===== src/rtl/wdog_lk_pkg.sv =====
package wdog_lk_pkg;
  localparam int unsigned TAP_N = 4;
  localparam int unsigned SEL_W = $clog2(TAP_N);
  localparam int unsigned CTL_W = SEL_W + 2;

  typedef struct packed {
    logic             lock;
    logic             run;
    logic [SEL_W-1:0] sel;
  } ctl_t;
endpackage


===== src/rtl/wdog_lk_rsync.sv =====
module wdog_lk_rsync #(
  parameter int unsigned STAGES = 2
) (
  input  logic clk_i,
  input  logic rst_ni,
  output logic srst_no
);
  logic [STAGES-1:0] sync_q;
  logic [STAGES-1:0] sync_d;

  always_comb begin
    sync_d = {sync_q[STAGES-2:0], 1'b1};
  end

  always_ff @(posedge clk_i or negedge rst_ni) begin
    if (!rst_ni) sync_q <= '0;
    else         sync_q <= sync_d;
  end

  assign srst_no = sync_q[STAGES-1];
endmodule


===== src/rtl/wdog_lk_ctl.sv =====
module wdog_lk_ctl
  import wdog_lk_pkg::*;
(
  input  logic             clk_i,
  input  logic             rst_ni,
  input  logic             wr_i,
  input  logic [CTL_W-1:0] wdata_i,
  output ctl_t             ctl_o
);
  ctl_t ctl_q;
  ctl_t ctl_d;
  logic ctl_we;

  // writes accepted only while unlocked; lock forces run
  always_comb begin
    ctl_we     = wr_i & ~ctl_q.lock;
    ctl_d      = ctl_t'(wdata_i);
    ctl_d.run  = wdata_i[CTL_W-2] | wdata_i[CTL_W-1];
  end

  always_ff @(posedge clk_i or negedge rst_ni) begin
    if (!rst_ni)     ctl_q <= '0;
    else if (ctl_we) ctl_q <= ctl_d;
  end

  assign ctl_o = ctl_q;
endmodule


===== src/rtl/wdog_lk_tapsel.sv =====
module wdog_lk_tapsel
  import wdog_lk_pkg::*;
(
  input  logic [TAP_N-1:0] tap_i,
  input  logic [SEL_W-1:0] sel_i,
  output logic             tick_o
);
  logic [TAP_N-1:0] hit;

  for (genvar g = 0; g < TAP_N; g++) begin : g_tap
    assign hit[g] = tap_i[g] & (sel_i == SEL_W'(g));
  end

  assign tick_o = |hit;
endmodule


===== src/rtl/wdog_lk_cnt.sv =====
module wdog_lk_cnt #(
  parameter int unsigned CNT_W = 3
) (
  input  logic             clk_i,
  input  logic             rst_ni,
  input  logic             run_i,
  input  logic             clr_i,
  input  logic             tick_i,
  output logic [CNT_W-1:0] cnt_o,
  output logic             ovf_o
);
  localparam logic [CNT_W-1:0] CNT_MAX = {CNT_W{1'b1}};

  logic [CNT_W-1:0] cnt_q;
  logic [CNT_W-1:0] cnt_d;
  logic             cnt_we;
  logic             ovf_q;
  logic             ovf_d;

  // priority: disabled hold, then clear read, then counting pulse
  always_comb begin
    cnt_d  = cnt_q;
    cnt_we = 1'b0;
    ovf_d  = 1'b0;
    if (!run_i) begin
      cnt_d  = '0;
      cnt_we = 1'b1;
    end else if (clr_i) begin
      cnt_d  = '0;
      cnt_we = 1'b1;
    end else if (tick_i) begin
      cnt_d  = cnt_q + 1'b1;
      cnt_we = 1'b1;
      ovf_d  = (cnt_q == CNT_MAX);
    end
  end

  always_ff @(posedge clk_i or negedge rst_ni) begin
    if (!rst_ni)     cnt_q <= '0;
    else if (cnt_we) cnt_q <= cnt_d;
  end

  always_ff @(posedge clk_i or negedge rst_ni) begin
    if (!rst_ni) ovf_q <= 1'b0;
    else         ovf_q <= ovf_d;
  end

  assign cnt_o = cnt_q;
  assign ovf_o = ovf_q;
endmodule


===== src/rtl/wdog_lockable.sv =====
module wdog_lockable
  import wdog_lk_pkg::*;
#(
  parameter int unsigned CNT_W       = 3,
  parameter int unsigned SYNC_STAGES = 2
) (
  input  logic             clk_i,
  input  logic             rst_ni,
  input  logic [TAP_N-1:0] tap_i,
  input  logic             ctl_wr_i,
  input  logic [CTL_W-1:0] ctl_wdata_i,
  input  logic             clr_rd_i,
  output logic             wdg_rst_o
);
  logic             srst_n;
  ctl_t             ctl;
  logic             tick;
  logic [CNT_W-1:0] cnt;

  wdog_lk_rsync #(.STAGES(SYNC_STAGES)) u_rsync (
    .clk_i   (clk_i),
    .rst_ni  (rst_ni),
    .srst_no (srst_n)
  );

  wdog_lk_ctl u_ctl (
    .clk_i   (clk_i),
    .rst_ni  (srst_n),
    .wr_i    (ctl_wr_i),
    .wdata_i (ctl_wdata_i),
    .ctl_o   (ctl)
  );

  wdog_lk_tapsel u_tapsel (
    .tap_i  (tap_i),
    .sel_i  (ctl.sel),
    .tick_o (tick)
  );

  wdog_lk_cnt #(.CNT_W(CNT_W)) u_cnt (
    .clk_i  (clk_i),
    .rst_ni (srst_n),
    .run_i  (ctl.run),
    .clr_i  (clr_rd_i),
    .tick_i (tick),
    .cnt_o  (cnt),
    .ovf_o  (wdg_rst_o)
  );
endmodule


===== config.mk =====
export PLATFORM = sky130hd
export DESIGN_NAME = wdog_lockable
export DESIGN_NICKNAME = d
export VERILOG_FILES = /design/src/rtl/wdog_lk_pkg.sv /design/src/rtl/wdog_lk_rsync.sv /design/src/rtl/wdog_lk_ctl.sv /design/src/rtl/wdog_lk_tapsel.sv /design/src/rtl/wdog_lk_cnt.sv /design/src/rtl/wdog_lockable.sv
export SDC_FILE = /design/constraint.sdc
export NUM_CORES = 1
export LEC_CHECK = 0
export BUFFER_PORTS_ARGS = -buffer_cell sky130_fd_sc_hd__buf_2
export CELL_PAD_IN_SITES_DETAIL_PLACEMENT = 1
export CELL_PAD_IN_SITES_GLOBAL_PLACEMENT = 2
export CORE_MARGIN = 1.5
export CORE_UTILIZATION = 29
export CTS_CLUSTER_SIZE = 16
export DETAILED_ROUTE_END_ITERATION = 8
export PLACE_DENSITY = 0.68
export SETUP_SLACK_MARGIN = 0.4
export SYNTH_ARGS = -nofsm -noshare
export SYNTH_HDL_FRONTEND = slang
export SYNTH_SLANG_ARGS = --single-unit

===== constraint.sdc =====
create_clock -name clk_i -period 0.8 [get_ports clk_i]
set_clock_uncertainty 0.2 [all_clocks]
set_input_delay 0.16 -clock clk_i [delete_from_list [all_inputs] [get_ports clk_i]]
set_output_delay 0.16 -clock clk_i [all_outputs]
set_load 0.05 [all_outputs]

==> impl_metrics.csv, run 1 <==
group,metric,value,unit
yosys,syn_avg_cell_area,14.0,um^2
sta,fmaxAchievable,669,MHz
route,drtIter0Drc,4,
layout,mostFrequentLayoutCells,"buf_2 (11), dfrtp_1 (9), nor2_1 (4)",
yosys,synth_mux_area_frac,0.160,
yosys,yosysWarnings,0,
setup_path,critPathBufInv,0,
global_route,met2_usage,0.222,
power_and_ir_drop,power,1250,uW
layout,fin_area,586,um^2
route,firstDrtPassIters,2,
power_and_ir_drop,peakVddDrop,1010,uV
yosys,syn_area,407,um^2
status,violations,"hold timing, setup timing",
floorplanning,io_pins,13,
layout,final_common_cell,"buf_2",
clock_tree,clock-sinks,10,
floorplanning,rows,13,
route,route.detailed.drc,0,
route,drt_wl_total,861,um
setup_path,path_cells,"mux4_2 -> and4b_1",
setup_path,reg2reg_to,"u_cnt.ovf_o",
global_route,track_usage,0.153,
yosys,synth-adder-area-share,0.0615,
clock_tree,numCtsBuffers,3,
placement,place.gp.congestion,0.665,
setup_path,critPathTopFamily,"multiplexers",
yosys,synthesis.nets,43,
global_route,grt_pass1_vias,312,
placement,placed_cells_incl_taps,60,
clock_tree,cts.clk_slew.worst_paths,70,ps
global_route,grt_start_max_net_pins,9,
yosys,yosys.area_share.simple,0.102,
layout,final_util,0.450,
layout,seqCellArea,251,um^2
setup_path,worstRegToRegCells,2,
yosys,ys_types,13,
yosys,synth_top_family_by_area,"multiplexers",
sta,setup_viol,9,
clock_tree,h-tree-depth,1,
route,via_per_inst,4.65,
setup_path,cp.depth,2,
layout,multi_input_area,178,um^2
layout,drive_above_1_share,0.540,
floorplanning,die_h,40.4,um
floorplanning,core,1300,um^2
sta,hold_viol_final,14,
setup_path,r2r_setup_slack,-700,ps
global_route,grt_pass1_wl,1.39,mm
route,vias,302,
sta,holdWs,-544,ps
min_path,min_path_type,"in2async",
status,status,"complete, but fails checks",
floorplanning,initial_core_util,0.313,
setup_path,crit_fanout,4,
setup_path,worstPathRequired,750,ps
setup_path,slowest_stage,"mux4_2",
yosys,synth-compound-area-share,0.0308,
floorplanning,dieWidth,40.4,um
setup_path,crit_path_end_kind,"flop",
global_route,overflow,0,
yosys,yosys_register_bits,10,
global_route,top_usage_layer,"met2",
setup_path,reg2reg_from,"u_ctl.ctl_o[0]",
yosys,syn_inst,29,
global_route,met3_usage,0.0500,
placement,place_area,523,um^2
setup_path,worstPathArrival,1440,ps
clock_tree,ctsRootBufferMaster,"clkbuf_4",
power_and_ir_drop,power_leakage,0.000300,uW
global_route,grt_util_met1,0.162,
sta,period_needed,1500,ps
setup_path,worst-setup-path-type,"reg2reg",
yosys,ys_seq_area_frac,0.615,
job,cap_violations,0,
route,wire_per_inst,13.2,um
setup_path,cpPeakStageDelay,590,ps
sta,maxSlewViolCount,0,
route,ant_nets,0,
sta,rsz0062_at_grt,"yes",
sta,fin_crit_sh,1.87,
setup_path,start_kind,"flop",
layout,antenna_cells,0,
layout,final_cells,65,
power_and_ir_drop,powerDensity,2140,nW/um^2
clock_tree,tritoncts,"yes",
sta,layout_setup_ws,-695,ps
placement,io_buffers,12,
global_route,antenna_found_initial,0,
yosys,synth-xor-area-share,0.0215,
layout,final_nets,65,
layout,fillCellCount,155,
layout,area_growth,44.0,%
clock_tree,clockBufferDepth,2,
clock_tree,clock_latency,270,ps
floorplanning,dieArea,1640,um^2
## synthesized netlist by cell type
library cell / n / area share
ha_1: 2 / 0.062
a21o_1: 1 / 0.018
nor2_1: 5 / 0.046
mux2i_1: 2 / 0.049
and4b_1: 1 / 0.025
a21oi_1: 1 / 0.012
mux2_2: 2 / 0.055
xnor2_1: 1 / 0.022
nand2b_1: 1 / 0.015
conb_1: 1 / 0.0092
dfrtp_1: 10 / 0.62
nor2b_1: 1 / 0.015
mux4_2: 1 / 0.055
## layer usage
metal / vias to the layer above / routed length, um
met5: - / 0
met4: 0 / 43
met3: 5 / 59
met2: 12 / 478
met1: 145 / 279
li1: 140 / -
## worst register-to-register path, delay by kind of cell, from the launching register on
kind	cells	cell delay (ps)
and+or+nand+nor	1	230
muxes	1	590
DFF	1	360
## report_power, final
group          switching, uW  total, uW  internal (uW)  leakage [uW]
registers               44.7        611            566      0.000120
logic                   98.0        267            169      0.000165
clock network            180        373            193     0.0000150
## cell families after synthesis
kind of cell               after synthesis
adders and majority gates                2
and+or+nand+nor                          8
DFF                                     10
other                                    1
AOI/OAI and AO/OA                        2
xor gates and xnor gates                 1
muxes                                    5
## state kept, by name (all words and copies together) (netlist names)
| signal | count |
|---|---|
| u_cnt.ovf_o | 1 |
| u_rsync.sync_q | 2 |
| u_cnt.cnt_o | 3 |
| u_ctl.ctl_o | 4 |
## final cells by class
class / instances / area share
sequential: 10 / 0.429
clock buffer: 4 / 0.0449
tap: 15 / 0.0321
multi-input combinational: 19 / 0.303
timing repair buffer: 17 / 0.190
## repair_timing
item	CTS	global route
hold endpoints to repair	14	14
pin swaps	0	0
endpoints found under the setup margin	18	18
resized for setup	4	3
setup buffers	1	0
## worst max path at each step
| stage | to | from | slack (ps) |
|---|---|---|---|
| global route | u_cnt.ovf_o | u_ctl.ctl_o[0] | -740 |
| floorplan | u_cnt.ovf_o | u_ctl.ctl_o[0] | -620 |
| detailed placement | u_cnt.cnt_o[0] | u_ctl.ctl_o[0] | -690 |
| finish | u_cnt.ovf_o | u_ctl.ctl_o[0] | -700 |
| global placement | u_cnt.cnt_o[2] | u_ctl.ctl_o[0] | -650 |
| CTS | u_cnt.cnt_o[0] | u_ctl.ctl_o[0] | -700 |
## per-stage QoR
step                      worst slack (ps)  setup TNS, ps
after floorplan                       -619          -3570
after global placement                -646          -3840
after detailed placement              -687          -4080
after CTS                             -699          -4480
after global routing                  -736          -4740
final                                 -695          -4380
Power figures use the tool's default switching activity.
==> run 2: changes to the inputs <==
--- a/config.mk
+++ b/config.mk
@@ -5,14 +5,15 @@
 export SDC_FILE = /design/constraint.sdc
 export NUM_CORES = 1
 export LEC_CHECK = 0
-export BUFFER_PORTS_ARGS = -buffer_cell sky130_fd_sc_hd__buf_2
+export BUFFER_PORTS_ARGS = -buffer_cell sky130_fd_sc_hd__buf_4
 export CELL_PAD_IN_SITES_DETAIL_PLACEMENT = 1
 export CELL_PAD_IN_SITES_GLOBAL_PLACEMENT = 2
 export CORE_MARGIN = 1.5
 export CORE_UTILIZATION = 29
 export CTS_CLUSTER_SIZE = 16
 export DETAILED_ROUTE_END_ITERATION = 8
-export PLACE_DENSITY = 0.68
+export HOLD_SLACK_MARGIN = 0.1
+export PLACE_DENSITY = 0.76
 export SETUP_SLACK_MARGIN = 0.4
 export SYNTH_ARGS = -nofsm -noshare
 export SYNTH_HDL_FRONTEND = slang
==> run 2 against run 1 <==
The flow still finishes with violations (hold timing, setup timing). Routed wire length down 6.4%. Flip-flop and latch count did not move. Count of clock-buffer cells in the layout unchanged. Sequential power rose by 0.7%. Sequential share of layout area down 2.7 points. Worst hold slack improved by 11 ps. Register-to-register slack hardly changed. First-iteration DRC count is 130% higher. Largest cell class unchanged. Largest power group unchanged.
==> impl_metrics.csv, run 2 (synthesized netlist as in run 1, its figures left out) <==
group,metric,value,unit
route,firstDrtPassIters,2,
floorplanning,dieArea,1640,um^2
placement,place_area,553,um^2
layout,fillCellCount,154,
floorplanning,io_pins,13,
clock_tree,tritoncts,"yes",
clock_tree,clockBufferDepth,2,
floorplanning,initial_core_util,0.313,
power_and_ir_drop,p_clk_frac,0.290,
sta,period_needed,1490,ps
global_route,overflow,0,
setup_path,worstPathArrival,1430,ps
setup_path,crit_path_end_kind,"flop",
layout,fin_area,626,um^2
layout,final_common_cell,"buf_4",
clock_tree,clock-sinks,10,
job,cap_violations,0,
floorplanning,rows,13,
global_route,grt_start_max_net_pins,9,
power_and_ir_drop,power_leakage,0.000311,uW
route,vias,299,
global_route,antenna_found_initial,0,
route,wire_per_inst,12.2,um
placement,io_buffers,12,
floorplanning,core,1300,um^2
power_and_ir_drop,pwr-share-seq,0.501,
setup_path,worstPathRequired,740,ps
power_and_ir_drop,peakVddDrop,945,uV
sta,setup_viol,9,
setup_path,worst-setup-path-type,"reg2reg",
setup_path,reg2reg_from,"u_ctl.ctl_o[0]",
status,status,"complete, but fails checks",
setup_path,setup.worst_path.start,"u_ctl.ctl_o[0]",
route,drtIter0Drc,9,
layout,final_nets,66,
power_and_ir_drop,p_comb_frac,0.209,
sta,layout_setup_ws,-690,ps
route,drt_wl_total,806,um
clock_tree,cts.clk_slew.worst_paths,70,ps
global_route,grt_pass1_wl,1.29,mm
setup_path,worstRegToRegCells,3,
layout,seqCellArea,251,um^2
power_and_ir_drop,p_int,930,uW
layout,antenna_cells,0,
layout,mostFrequentLayoutCells,"buf_4 (14), dfrtp_1 (9), nor2_1 (4), buf_6 (4), clkbuf_4 (3)",
setup_path,crit_end,"u_cnt.cnt_o[0]",
global_route,grt_pass1_vias,325,
clock_tree,h-tree-depth,1,
clock_tree,ctsRootBufferMaster,"clkbuf_4",
setup_path,reg2reg_to,"u_cnt.cnt_o[0]",
layout,largest_reg_flops,4,
sta,fin_crit_sh,1.86,
floorplanning,die_h,40.4,um
power_and_ir_drop,powerDensity,1960,nW/um^2
clock_tree,numCtsBuffers,3,
placement,place.gp.congestion,0.616,
clock_tree,clock_latency,260,ps
global_route,track_usage,0.127,
setup_path,r2r_setup_slack,-690,ps
min_path,min_path_type,"in2async",
floorplanning,dieWidth,40.4,um
placement,dp_hpwl,648,um
route,route.detailed.drc,0,
layout,drive_above_1_share,0.549,
status,violations,"hold timing, setup timing",
route,via_per_inst,4.53,
layout,multi_input_area,179,um^2
power_and_ir_drop,swShare,0.243,
setup_path,crit_fanout,4,
layout,area_growth,53.8,%
sta,maxSlewViolCount,0,
sta,rsz0062_at_grt,"yes",
power_and_ir_drop,p_switching,299,uW
sta,holdWs,-533,ps
route,ant_nets,0,
sta,fmaxAchievable,671,MHz
setup_path,start_kind,"flop",
sta,hold_viol_final,14,
[run 2: cell count changes in the layout (fill, tap and decap cells not counted)]
cell     previous run  this run
a21oi_1             1         0
a21oi_2             0         1
buf_2              11         0
buf_4               3        14
buf_6               3         4
nor2_2              1         0
nor2_4              0         1
xnor2_1             0         1
xnor2_2             1         0
[run 2: layer usage]
layer	routed length, um	share of wire	global-route usage
met4	0	0	0.0500
met1	293	0.36	0.137
met5	0	0	0
met3	37	0.046	0.0500
met2	475	0.59	0.218
[run 2: worst min path at each step]
stage,start,endpoint,depth (start not counted)
after global routing,rst_ni,u_rsync.sync_q[1],1
after detailed placement,rst_ni,u_rsync.sync_q[0],1
after CTS,rst_ni,u_rsync.sync_q[1],1
after global placement,rst_ni,u_rsync.sync_q[0],1
final,rst_ni,u_rsync.sync_q[1],1
after floorplan,rst_ni,u_rsync.sync_q[0],0
[run 2: metrics by stage]
stage	setup slack [ps]	utilization	std cells	power, uW	TNS (ps)
after floorplan	-619	-	29	756	-3570
after global placement	-645	0.425	60	852	-3790
after detailed placement	-689	0.425	60	870	-4060
after CTS	-694	0.457	64	1230	-4340
after global routing	-758	0.481	66	1300	-4890
final	-690	0.481	66	1230	-4490
[run 2: power by group through the flow]
stage               sequential [uW]  clock [uW]  combinational, uW
floorplan                       611           0                145
global placement                617           0                235
detailed placement              622           0                248
CTS                             614         364                253
global route                    625         391                286
finish                          615         357                257
[run 2: layout make-up]
class,count,area share
multi-input cells,19,0.286
well taps,15,0.0300
clock buffers,4,0.0420
flip-flops and latches,10,0.402
repair buffers,18,0.240
[run 2: what timing repair did]
item                       in CTS  in global routing
gates resized for setup         4                  4
setup endpoints to repair      18                 18
pin swaps                       0                  1
hold endpoints to repair       18                 18
buffers inserted                0                  2
[run 2: critical path, cell delays in order (launching register included)]
cell and delay (ps):
dfrtp_1 370, mux4_2 570, xnor2_1 180, nor2_1 60
